File: config.mk
export PLATFORM = sky130hd
export DESIGN_NAME = spi_rx_status
export DESIGN_NICKNAME = d
export VERILOG_FILES = /design/src/rtl/spi_rxs_pkg.sv /design/src/rtl/spi_rxs_arm.sv /design/src/rtl/spi_rxs_flags.sv /design/src/rtl/spi_rxs_irq.sv /design/src/rtl/spi_rx_status.sv
export SDC_FILE = /design/constraint.sdc
export NUM_CORES = 1
export LEC_CHECK = 0
export BUFFER_PORTS_ARGS = -buffer_cell sky130_fd_sc_hd__buf_2
export CAP_MARGIN = 15
export CORE_AREA = 8 8 50 52
export DETAILED_ROUTE_END_ITERATION = 12
export DIE_AREA = 0 0 58 60
export PLACE_DENSITY = 0.79
export SLEW_MARGIN = 20
export SYNTH_ARGS = -nofsm -noshare
export SYNTH_HDL_FRONTEND = slang
export SYNTH_SLANG_ARGS = --single-unit
export TNS_END_PERCENT = 20
File: constraint.sdc
create_clock -name clk -period 1.7 [get_ports clk]
set_input_delay 0.255 -clock clk [delete_from_list [all_inputs] [get_ports clk]]
set_output_delay 0.255 -clock clk [all_outputs]
set_load 0.02 [all_outputs]
File: src/rtl/spi_rxs_pkg.sv
package spi_rxs_pkg;
  localparam int ST_FULL_BIT = 7;
  localparam int ST_OVR_BIT  = 6;
  localparam int ST_FLT_BIT  = 4;
  localparam int ST_EIE_BIT  = 1;
  localparam int ST_RIE_BIT  = 0;

  typedef enum logic {
    SEL_STATUS = 1'b0,
    SEL_DATA   = 1'b1
  } reg_sel_e;

  typedef struct packed {
    logic full;
    logic ovr;
  } rx_flags_t;

  // Build the 8-bit status image from its individual fields.
  function automatic logic [7:0] pack_status(input logic full, input logic ovr,
                                             input logic flt, input logic eie,
                                             input logic rie);
    logic [7:0] s;
    s = '0;
    s[ST_FULL_BIT] = full;
    s[ST_OVR_BIT]  = ovr;
    s[ST_FLT_BIT]  = flt;
    s[ST_EIE_BIT]  = eie;
    s[ST_RIE_BIT]  = rie;
    return s;
  endfunction

  // Combined interrupt request.
  function automatic logic irq_of(input logic full, input logic ovr, input logic flt,
                                  input logic rie, input logic eie);
    return (full & rie) | ((ovr | flt) & eie);
  endfunction
endpackage

File: src/rtl/spi_rxs_arm.sv
module spi_rxs_arm
  import spi_rxs_pkg::*;
(
  input  logic      clk,
  input  logic      rst_n,
  input  logic      st_rd,
  input  logic      dt_rd,
  input  logic      any_wr,
  input  rx_flags_t flags,
  output rx_flags_t clr
);
  rx_flags_t armed_q;

  always_ff @(posedge clk) begin
    if (!rst_n)      armed_q <= '0;
    else if (any_wr) armed_q <= '0;
    else if (st_rd)  armed_q <= flags;
    else if (dt_rd)  armed_q <= '0;
  end

  assign clr.full = dt_rd & armed_q.full;
  assign clr.ovr  = dt_rd & armed_q.ovr;

  assert_write_disarms_R6: assert property (@(posedge clk) disable iff (!rst_n)
    any_wr |=> (armed_q == '0));
  assert_arm_follows_flag_R5: assert property (@(posedge clk) disable iff (!rst_n)
    (st_rd && !any_wr) |=> (armed_q == $past(flags)));
endmodule

File: src/rtl/spi_rxs_flags.sv
module spi_rxs_flags
  import spi_rxs_pkg::*;
#(
  parameter int DATA_W = 8
) (
  input  logic              clk,
  input  logic              rst_n,
  input  logic              byte_done,
  input  logic [DATA_W-1:0] byte_in,
  input  rx_flags_t         clr,
  output rx_flags_t         flags,
  output logic [DATA_W-1:0] rx_buf,
  output logic              load_evt,
  output logic              ovr_evt
);
  rx_flags_t         flags_q;
  logic [DATA_W-1:0] buf_q;
  logic              eff_full;

  assign eff_full = flags_q.full & ~clr.full;
  assign load_evt = byte_done & ~eff_full;
  assign ovr_evt  = byte_done & eff_full;

  always_ff @(posedge clk) begin
    if (!rst_n) begin
      flags_q <= '0;
      buf_q   <= '0;
    end else begin
      if (load_evt) begin
        flags_q.full <= 1'b1;
        buf_q        <= byte_in;
      end else if (clr.full) begin
        flags_q.full <= 1'b0;
      end
      if (ovr_evt)      flags_q.ovr <= 1'b1;
      else if (clr.ovr) flags_q.ovr <= 1'b0;
    end
  end

  assign flags  = flags_q;
  assign rx_buf = buf_q;

  assert_load_sets_full_R1: assert property (@(posedge clk) disable iff (!rst_n)
    load_evt |=> (flags_q.full && buf_q == $past(byte_in)));
  assert_overflow_keeps_buf_R2: assert property (@(posedge clk) disable iff (!rst_n)
    ovr_evt |=> (flags_q.ovr && buf_q == $past(buf_q)));
  assert_full_holds_R3: assert property (@(posedge clk) disable iff (!rst_n)
    (flags_q.full && !clr.full) |=> flags_q.full);
  assert_ovr_holds_R4: assert property (@(posedge clk) disable iff (!rst_n)
    (flags_q.ovr && !clr.ovr) |=> flags_q.ovr);
  assert_same_cycle_load_R11: assert property (@(posedge clk) disable iff (!rst_n)
    (byte_done && clr.full) |=> (flags_q.full && buf_q == $past(byte_in)));
endmodule

File: src/rtl/spi_rxs_irq.sv
module spi_rxs_irq
  import spi_rxs_pkg::*;
(
  input  logic      clk,
  input  logic      rst_n,
  input  rx_flags_t flags,
  input  logic      fault_in,
  input  logic      rie,
  input  logic      eie,
  output logic      irq
);
  assign irq = irq_of(flags.full, flags.ovr, fault_in, rie, eie);

  assert_err_gated_R8: assert property (@(posedge clk) disable iff (!rst_n)
    (!eie && !(flags.full && rie)) |-> !irq);
  assert_rx_gated_R7: assert property (@(posedge clk) disable iff (!rst_n)
    (!rie && !eie) |-> !irq);
endmodule

File: src/rtl/spi_rx_status.sv
module spi_rx_status
  import spi_rxs_pkg::*;
#(
  parameter int DATA_W = 8
) (
  input  logic              clk,
  input  logic              rst_n,
  input  logic              byte_done,
  input  logic [DATA_W-1:0] byte_in,
  input  logic              bus_addr,
  input  logic              bus_rd,
  input  logic              bus_wr,
  input  logic [DATA_W-1:0] bus_wdata,
  output logic [DATA_W-1:0] bus_rdata,
  input  logic              fault_in,
  output logic              irq
);
  localparam int PAD_W = DATA_W - 8;

  logic      st_rd, dt_rd, st_wr;
  rx_flags_t flags, clr;
  logic [DATA_W-1:0] rx_buf;
  logic      load_evt, ovr_evt;
  logic      rie_q, eie_q;
  logic [7:0] status_img;
  logic      unused_wbits;

  assign st_rd = bus_rd & ~bus_wr & (bus_addr == SEL_STATUS);
  assign dt_rd = bus_rd & ~bus_wr & (bus_addr == SEL_DATA);
  assign st_wr = bus_wr & (bus_addr == SEL_STATUS);
  assign unused_wbits = ^bus_wdata;

  always_ff @(posedge clk) begin
    if (!rst_n) begin
      rie_q <= 1'b0;
      eie_q <= 1'b0;
    end else if (st_wr) begin
      rie_q <= bus_wdata[ST_RIE_BIT];
      eie_q <= bus_wdata[ST_EIE_BIT];
    end
  end

  spi_rxs_arm u_arm (
    .clk(clk), .rst_n(rst_n), .st_rd(st_rd), .dt_rd(dt_rd),
    .any_wr(bus_wr), .flags(flags), .clr(clr)
  );

  spi_rxs_flags #(.DATA_W(DATA_W)) u_flags (
    .clk(clk), .rst_n(rst_n), .byte_done(byte_done), .byte_in(byte_in),
    .clr(clr), .flags(flags), .rx_buf(rx_buf),
    .load_evt(load_evt), .ovr_evt(ovr_evt)
  );

  spi_rxs_irq u_irq (
    .clk(clk), .rst_n(rst_n), .flags(flags), .fault_in(fault_in),
    .rie(rie_q), .eie(eie_q), .irq(irq)
  );

  assign status_img = pack_status(flags.full, flags.ovr, fault_in, eie_q, rie_q);

  generate
    if (PAD_W > 0) begin : g_pad
      assign bus_rdata = (bus_addr == SEL_DATA) ? rx_buf : {{PAD_W{1'b0}}, status_img};
    end else begin : g_nopad
      assign bus_rdata = (bus_addr == SEL_DATA) ? rx_buf : status_img;
    end
  endgenerate

  assert_events_exclusive_R2: assert property (@(posedge clk) disable iff (!rst_n)
    $countones({load_evt, ovr_evt}) <= 1);
  assert_enable_write_R10: assert property (@(posedge clk) disable iff (!rst_n)
    st_wr |=> (rie_q == $past(bus_wdata[ST_RIE_BIT]) && eie_q == $past(bus_wdata[ST_EIE_BIT])));
endmodule

==> impl_metrics.ini, run 1 <==
[run_status]
status = complete, no violations

[hold_path]
hold_class = in2reg

[synthesis]
synth_cells = 96
syn_avg_cell_area_um2 = 8.641
synthFlopType = dfxtp_1
ys_seq_elements = 14
synth_warnings = 0
synth_nets = 119
synthArstFlopShare = 0
mappedNetlistArea_um2 = 829.5
synth_cell_type_count = 24
yosysSeqAreaShare = 0.3379
synth_edf_count = 0

[critical_path]
arrival_ps = 1270
crit_slowest_cell = dfxtp_1
crit_path_start_kind = flip-flop
worstSetupPathType = reg2out
endpoint_kind = output pin
cpPeakStageDelay_ps = 340
worst-path-max-fanout = 10
crit_buf_inv = 2
crit_required_ps = 1440
critPathTopFamily = buffers and inverters
crit_chain = clkinv_1 -> o21ai_0 -> buf_2

[layout]
syn_to_final_growth_pct = 17.65
postLayoutCoreUtil = 0.5417
stdcell_area_um2 = 975.9
final_common_cell = buf_2
drive_gt1_frac = 0.2966
final_cell_mix = buf_2, dfxtp_1
final_nets = 142
antenna_cells = 0

[placement]
portBuffers = 25
place_hpwl_mm = 1.488
post_dp_cell_area_um2 = 939.7
place_congestion = 0.7208

[clock_tree]
clk_pin_slew_ps = 90
worstSkewPairLatency_ps = 270
clockBufferDepth = 2
cts-root-buf = clkbuf_4
post_cts_resized = 0
cts_tree = yes
cts_htree_levels = 1
postCtsSetupBuffers = 0
cts_made_buffers = 3
hold_buffers = 0
clock-sinks = 14

[sta]
tightest_slew_ps = 450.1
max_freq_mhz = 655.6
whs_ps = 228.8
rsz0062_at_grt = false
setup_viol = 0
slew-limit-headroom = 0.7000
min_period_ps = 1525
fin_tns_setup_ps = 0
hold_viol = 0
worst_clock_skew_ps = 1.650
period_share = 0.8973
final_max_slew_viol_count = 0

[die]
io_pins = 32
fp.dieW_um = 58
rows = 16
core_area_mm2 = 0.001802
start_util = 0.4604
die-area_mm2 = 0.003480
fp.dieH_um = 60

[power]
power_leakage_nw = 0.4235
power_density_mw_per_mm2 = 761.7
max-vdd-ir-drop_v = 0.0004792
fin_total_pwr_w = 0.0007434

[global_routing]
grt_max_degree = 31
grt_usage = 0.1309
antenna_found_initial = 0
grt_pass1_wl_mm = 3.677
grt_overflow_total = 0
grt_pass1_vias = 816

[route]
drt_iter0_drc = 17
first_pass_iters = 4
antenna_left = 0
drc = 0
wl_mm = 2.111
vias = 813
drt-vias-per-instance = 5.978
wl_per_cell_um = 15.52

[flow_run]
drv_cap = 0
==> layer usage <==
metal | wire [um] | track usage
met5 | 0 | 0
met4 | 7 | 0.03147
met3 | 159 | 0.05161
met2 | 984 | 0.2245
met1 | 959 | 0.1481
==> state kept, by name, indices dropped and copies added, names as in the netlist <==
name and cells:
rie_q 1, u_flags.flags 2, u_arm.armed_q 2, eie_q 1, u_flags.rx_buf 8
==> cells by family after synthesis <==
kind of cell,count (synthesis),synth area share
and+or+nand+nor,44,0.3394
AOI/OAI and AO/OA,22,0.1765
DFF,14,0.3379
buffers and inverters,10,0.06786
muxes,6,0.07843
==> report_power, final <==
part | switching [W] | internal, W | total [W]
sequential | 0.0000136 | 0.000348 | 0.000362
clock | 0.000111 | 0.000130 | 0.000241
combinational | 0.0000807 | 0.0000599 | 0.000141
==> cell usage after synthesis, drive strengths merged (2+ instances only) <==
master	instances	area [um2]
nand3	8	40.04
mux2i	2	20.02
buf	5	37.53
nand2	4	15.01
dfxtp	14	280.3
mux2	4	45.04
nand2b	3	18.77
o211ai	8	60.06
a31oi	8	50.05
nor2b	3	18.77
nand4	8	50.05
and2	5	31.28
nand3b	2	15.01
o21ai	2	10.01
a21oi	2	10.01
clkbuf	4	15.01
and3b	8	70.07
==> tightest hold or removal path, stage by stage <==
cell      delay [ps]
buf_2             90
a31oi_1           60
o211ai_1          70
==> worst paths after layout <==
check | from | endpoint | slack [ps] | cells past startpoint
max reg2reg | u_arm.armed_q[1]$_SDFFE_PP0P_ | u_flags.flags[0]$_SDFFE_PN0P_ | 620 | 4
min | byte_in[0] | u_flags.rx_buf[0]$_SDFFE_PN0P_ | 230 | 3
max | u_flags.flags[1]$_SDFFE_PN0P_ | bus_rdata[7] | 170 | 3
min reg2reg | u_arm.armed_q[1]$_SDFFE_PP0P_ | u_arm.armed_q[1]$_SDFFE_PP0P_ | 480 | 2
==> stage by stage <==
stage	setup slack, ps	instances
2_1_floorplan	391.8	96
3_3_place_gp	429.2	132
3_5_place_dp	399.4	132
4_1_cts	174.2	136
5_1_grt	71.15	136
6_report	174.6	136
==> area by class of cell <==
| class | instances | area (um2) |
|---|---|---|
| clock buffer | 4 | 36.28 |
| multi-input combinational | 72 | 493.0 |
| timing repair buffer | 27 | 140.1 |
| sequential | 14 | 280.3 |
| tap | 18 | 22.52 |
| fill | 174 | 825.8 |
| inverter | 1 | 3.754 |
Note: power is estimated with default switching activity, not from simulation.
==> inputs of run 2 (changes only) <==
--- a/config.mk
+++ b/config.mk
@@ -5,12 +5,13 @@
 export SDC_FILE = /design/constraint.sdc
 export NUM_CORES = 1
 export LEC_CHECK = 0
+export ABC_AREA = 1
 export BUFFER_PORTS_ARGS = -buffer_cell sky130_fd_sc_hd__buf_2
 export CAP_MARGIN = 15
-export CORE_AREA = 8 8 50 52
+export CORE_AREA = 8 8 48 50
 export DETAILED_ROUTE_END_ITERATION = 12
-export DIE_AREA = 0 0 58 60
-export PLACE_DENSITY = 0.79
+export DIE_AREA = 0 0 56 58
+export PLACE_DENSITY = 0.77
 export SLEW_MARGIN = 20
 export SYNTH_ARGS = -nofsm -noshare
 export SYNTH_HDL_FRONTEND = slang
==> run 2 against run 1 <==
Compared with the run above:
- final cell count up 7.4%
- worst hold slack better by 23 ps
- worst setup slack improved by 260 ps
- sequential power up 1%
==> impl_metrics.ini, run 2 <==
[critical_path]
worstSetupPathType = reg2out
worst-path-max-fanout = 4
endpoint_kind = output pin
arrival_ps = 1010
crit_path_start_kind = flip-flop
regToRegSetupSlack_ps = 710
crit_required_ps = 1440

[sta]
setup_viol = 0
rsz0062_at_grt = false
worst_clock_skew_ps = 3.439
period_share = 0.7463
final_max_slew_viol_count = 0
fin_tns_setup_ps = 0
min_period_ps = 1269
tightest_slew_ps = 296.8
hold_viol = 0
max_freq_mhz = 788.2
slew-limit-headroom = 0.8021

[synthesis]
synth_edf_count = 0
ys_top_cells_by_area = dfxtp_1, nand2_1, a21oi_1
synthArstFlopShare = 0
synth_area_leader_cell = dfxtp_1
synth_warnings = 0
synth_most_common_cell = nand2_1
yosysSeqAreaShare = 0.4007
synth_cell_type_count = 14
synth_nets = 128
syn_avg_cell_area_um2 = 6.661
synth_cells = 105
synthFlopType = dfxtp_1
netlist_top_cells_count = nand2_1, inv_1, dfxtp_1
yosys.area.top_type_share = 0.4007
mappedNetlistArea_um2 = 699.4
ys_seq_elements = 14

[die]
fp.dieH_um = 58
io_pins = 32
core_area_mm2 = 0.001614
die-area_mm2 = 0.003248
start_util = 0.4333
fp.dieW_um = 56
rows = 15

[run_status]
status = complete, no violations

[global_routing]
antenna_found_initial = 0
grt_usage = 0.1012
grt_pass1_wl_mm = 2.746
grt_overflow_total = 0
grt_pass1_vias = 664
grt_max_degree = 19

[clock_tree]
postCtsSetupBuffers = 0
clock-sinks = 14
clockBufferDepth = 2
hold_buffers = 0
post_cts_resized = 0
clk_pin_slew_ps = 90
worstSkewPairLatency_ps = 280
cts_made_buffers = 3
cts_tree = yes
cts-root-buf = clkbuf_4
cts_htree_levels = 1

[route]
wl_per_cell_um = 11.05
first_pass_iters = 4
drt_iter0_drc = 6
drt-vias-per-instance = 4.788
drc = 0
antenna_left = 0
vias = 699
wl_mm = 1.614

[layout]
drive_gt1_frac = 0.2403
stdcell_area_um2 = 845.8
final_cell_mix = nand2_1, buf_2, inv_1, dfxtp_1, a21oi_1
final_nets = 153
largest_reg_flops = 8
final_common_cell = nand2_1
multi_input_area_um2 = 322.8
fill_cells = 168
syn_to_final_growth_pct = 20.93
antenna_cells = 0
regArea_um2 = 280.3

[hold_path]
hold_class = in2reg

[power]
clockPowerShare = 0.319
p_sw_w = 0.0002076
max-vdd-ir-drop_v = 0.0004195
power_frac_seq = 0.493
combPwrFrac = 0.188
p_int_w = 0.0005345
power_density_mw_per_mm2 = 877.4
switching_share = 0.2798
fin_total_pwr_w = 0.0007421
power_leakage_nw = 0.4826

[placement]
place_hpwl_mm = 1.218
place_congestion = 0.8036
post_dp_cell_area_um2 = 809.5
portBuffers = 25

[flow_run]
drv_cap = 0
==> run 2: cell count changes after synthesis, sizes merged, moves of 4 or more <==
cell,before,now
a21oi,2,12
a31oi,8,0
and2,5,0
and3b,8,0
inv,0,16
mux2,4,0
nand2,4,30
nand4,8,2
nor2,1,11
o211ai,8,0
==> run 2: cells by family (layout without fill, tap and decap cells) <==
family	after synthesis	in the layout	share of synthesized area
buffers and inverters	21	45	0.1377
AOI/OAI and AO/OA	18	18	0.1395
and+or+nand+nor	52	52	0.3220
DFF	14	14	0.4007
==> run 2: worst paths after layout <==
kind,startpoint,endpoint,cells past startpoint
max reg2reg,u_arm.armed_q[1]$_SDFFE_PP0P_,u_flags.rx_buf[3]$_SDFFE_PN0P_,5
max,u_flags.flags[1]$_SDFFE_PN0P_,bus_rdata[7],3
min reg2reg,rie_q$_SDFFE_PN0P_,rie_q$_SDFFE_PN0P_,2
min,bus_rd,u_arm.armed_q[1]$_SDFFE_PP0P_,2
==> run 2: routing by layer <==
layer,vias up,wire (um),global-route usage
li1,377,-,-
met1,291,806,0.1245
met2,29,651,0.1442
met3,2,151,0.05240
met4,0,4,0.04124
met5,-,0,0
==> run 2: area by class of cell <==
class / instances / share of cell area
well taps: 17 / 0.02515
clock buffers: 4 / 0.04290
repair buffers: 25 / 0.1479
inverters: 16 / 0.07101
flip-flops and latches: 14 / 0.3314
multi-input cells: 70 / 0.3817
==> run 2: critical path: stages, from the launching register on <==
cell     delay [ps]
dfxtp_1         430
nand2_1         100
nand2_1          60
buf_2           150
==> run 2: power by group through the flow <==
stage | clock network [W] | logic, W | registers [W]
after floorplan | 0 | 0.000100 | 0.000370
after global placement | 0 | 0.000138 | 0.000372
after detailed placement | 0 | 0.000140 | 0.000374
after CTS | 0.000247 | 0.000141 | 0.000366
after global routing | 0.000263 | 0.000159 | 0.000369
final | 0.000237 | 0.000139 | 0.000366
==> run 2: stage by stage <==
step	util	setup WS [ps]	cells	hold slack, ps
CTS	0.5240	418.3	146	246.0
global placement	0.5016	503.9	142	457.7
detailed placement	0.5016	499.9	142	474.1
floorplan	-	539.1	105	372.4
finish	0.5240	431.2	146	252.1
global route	0.5240	354.0	146	252.0
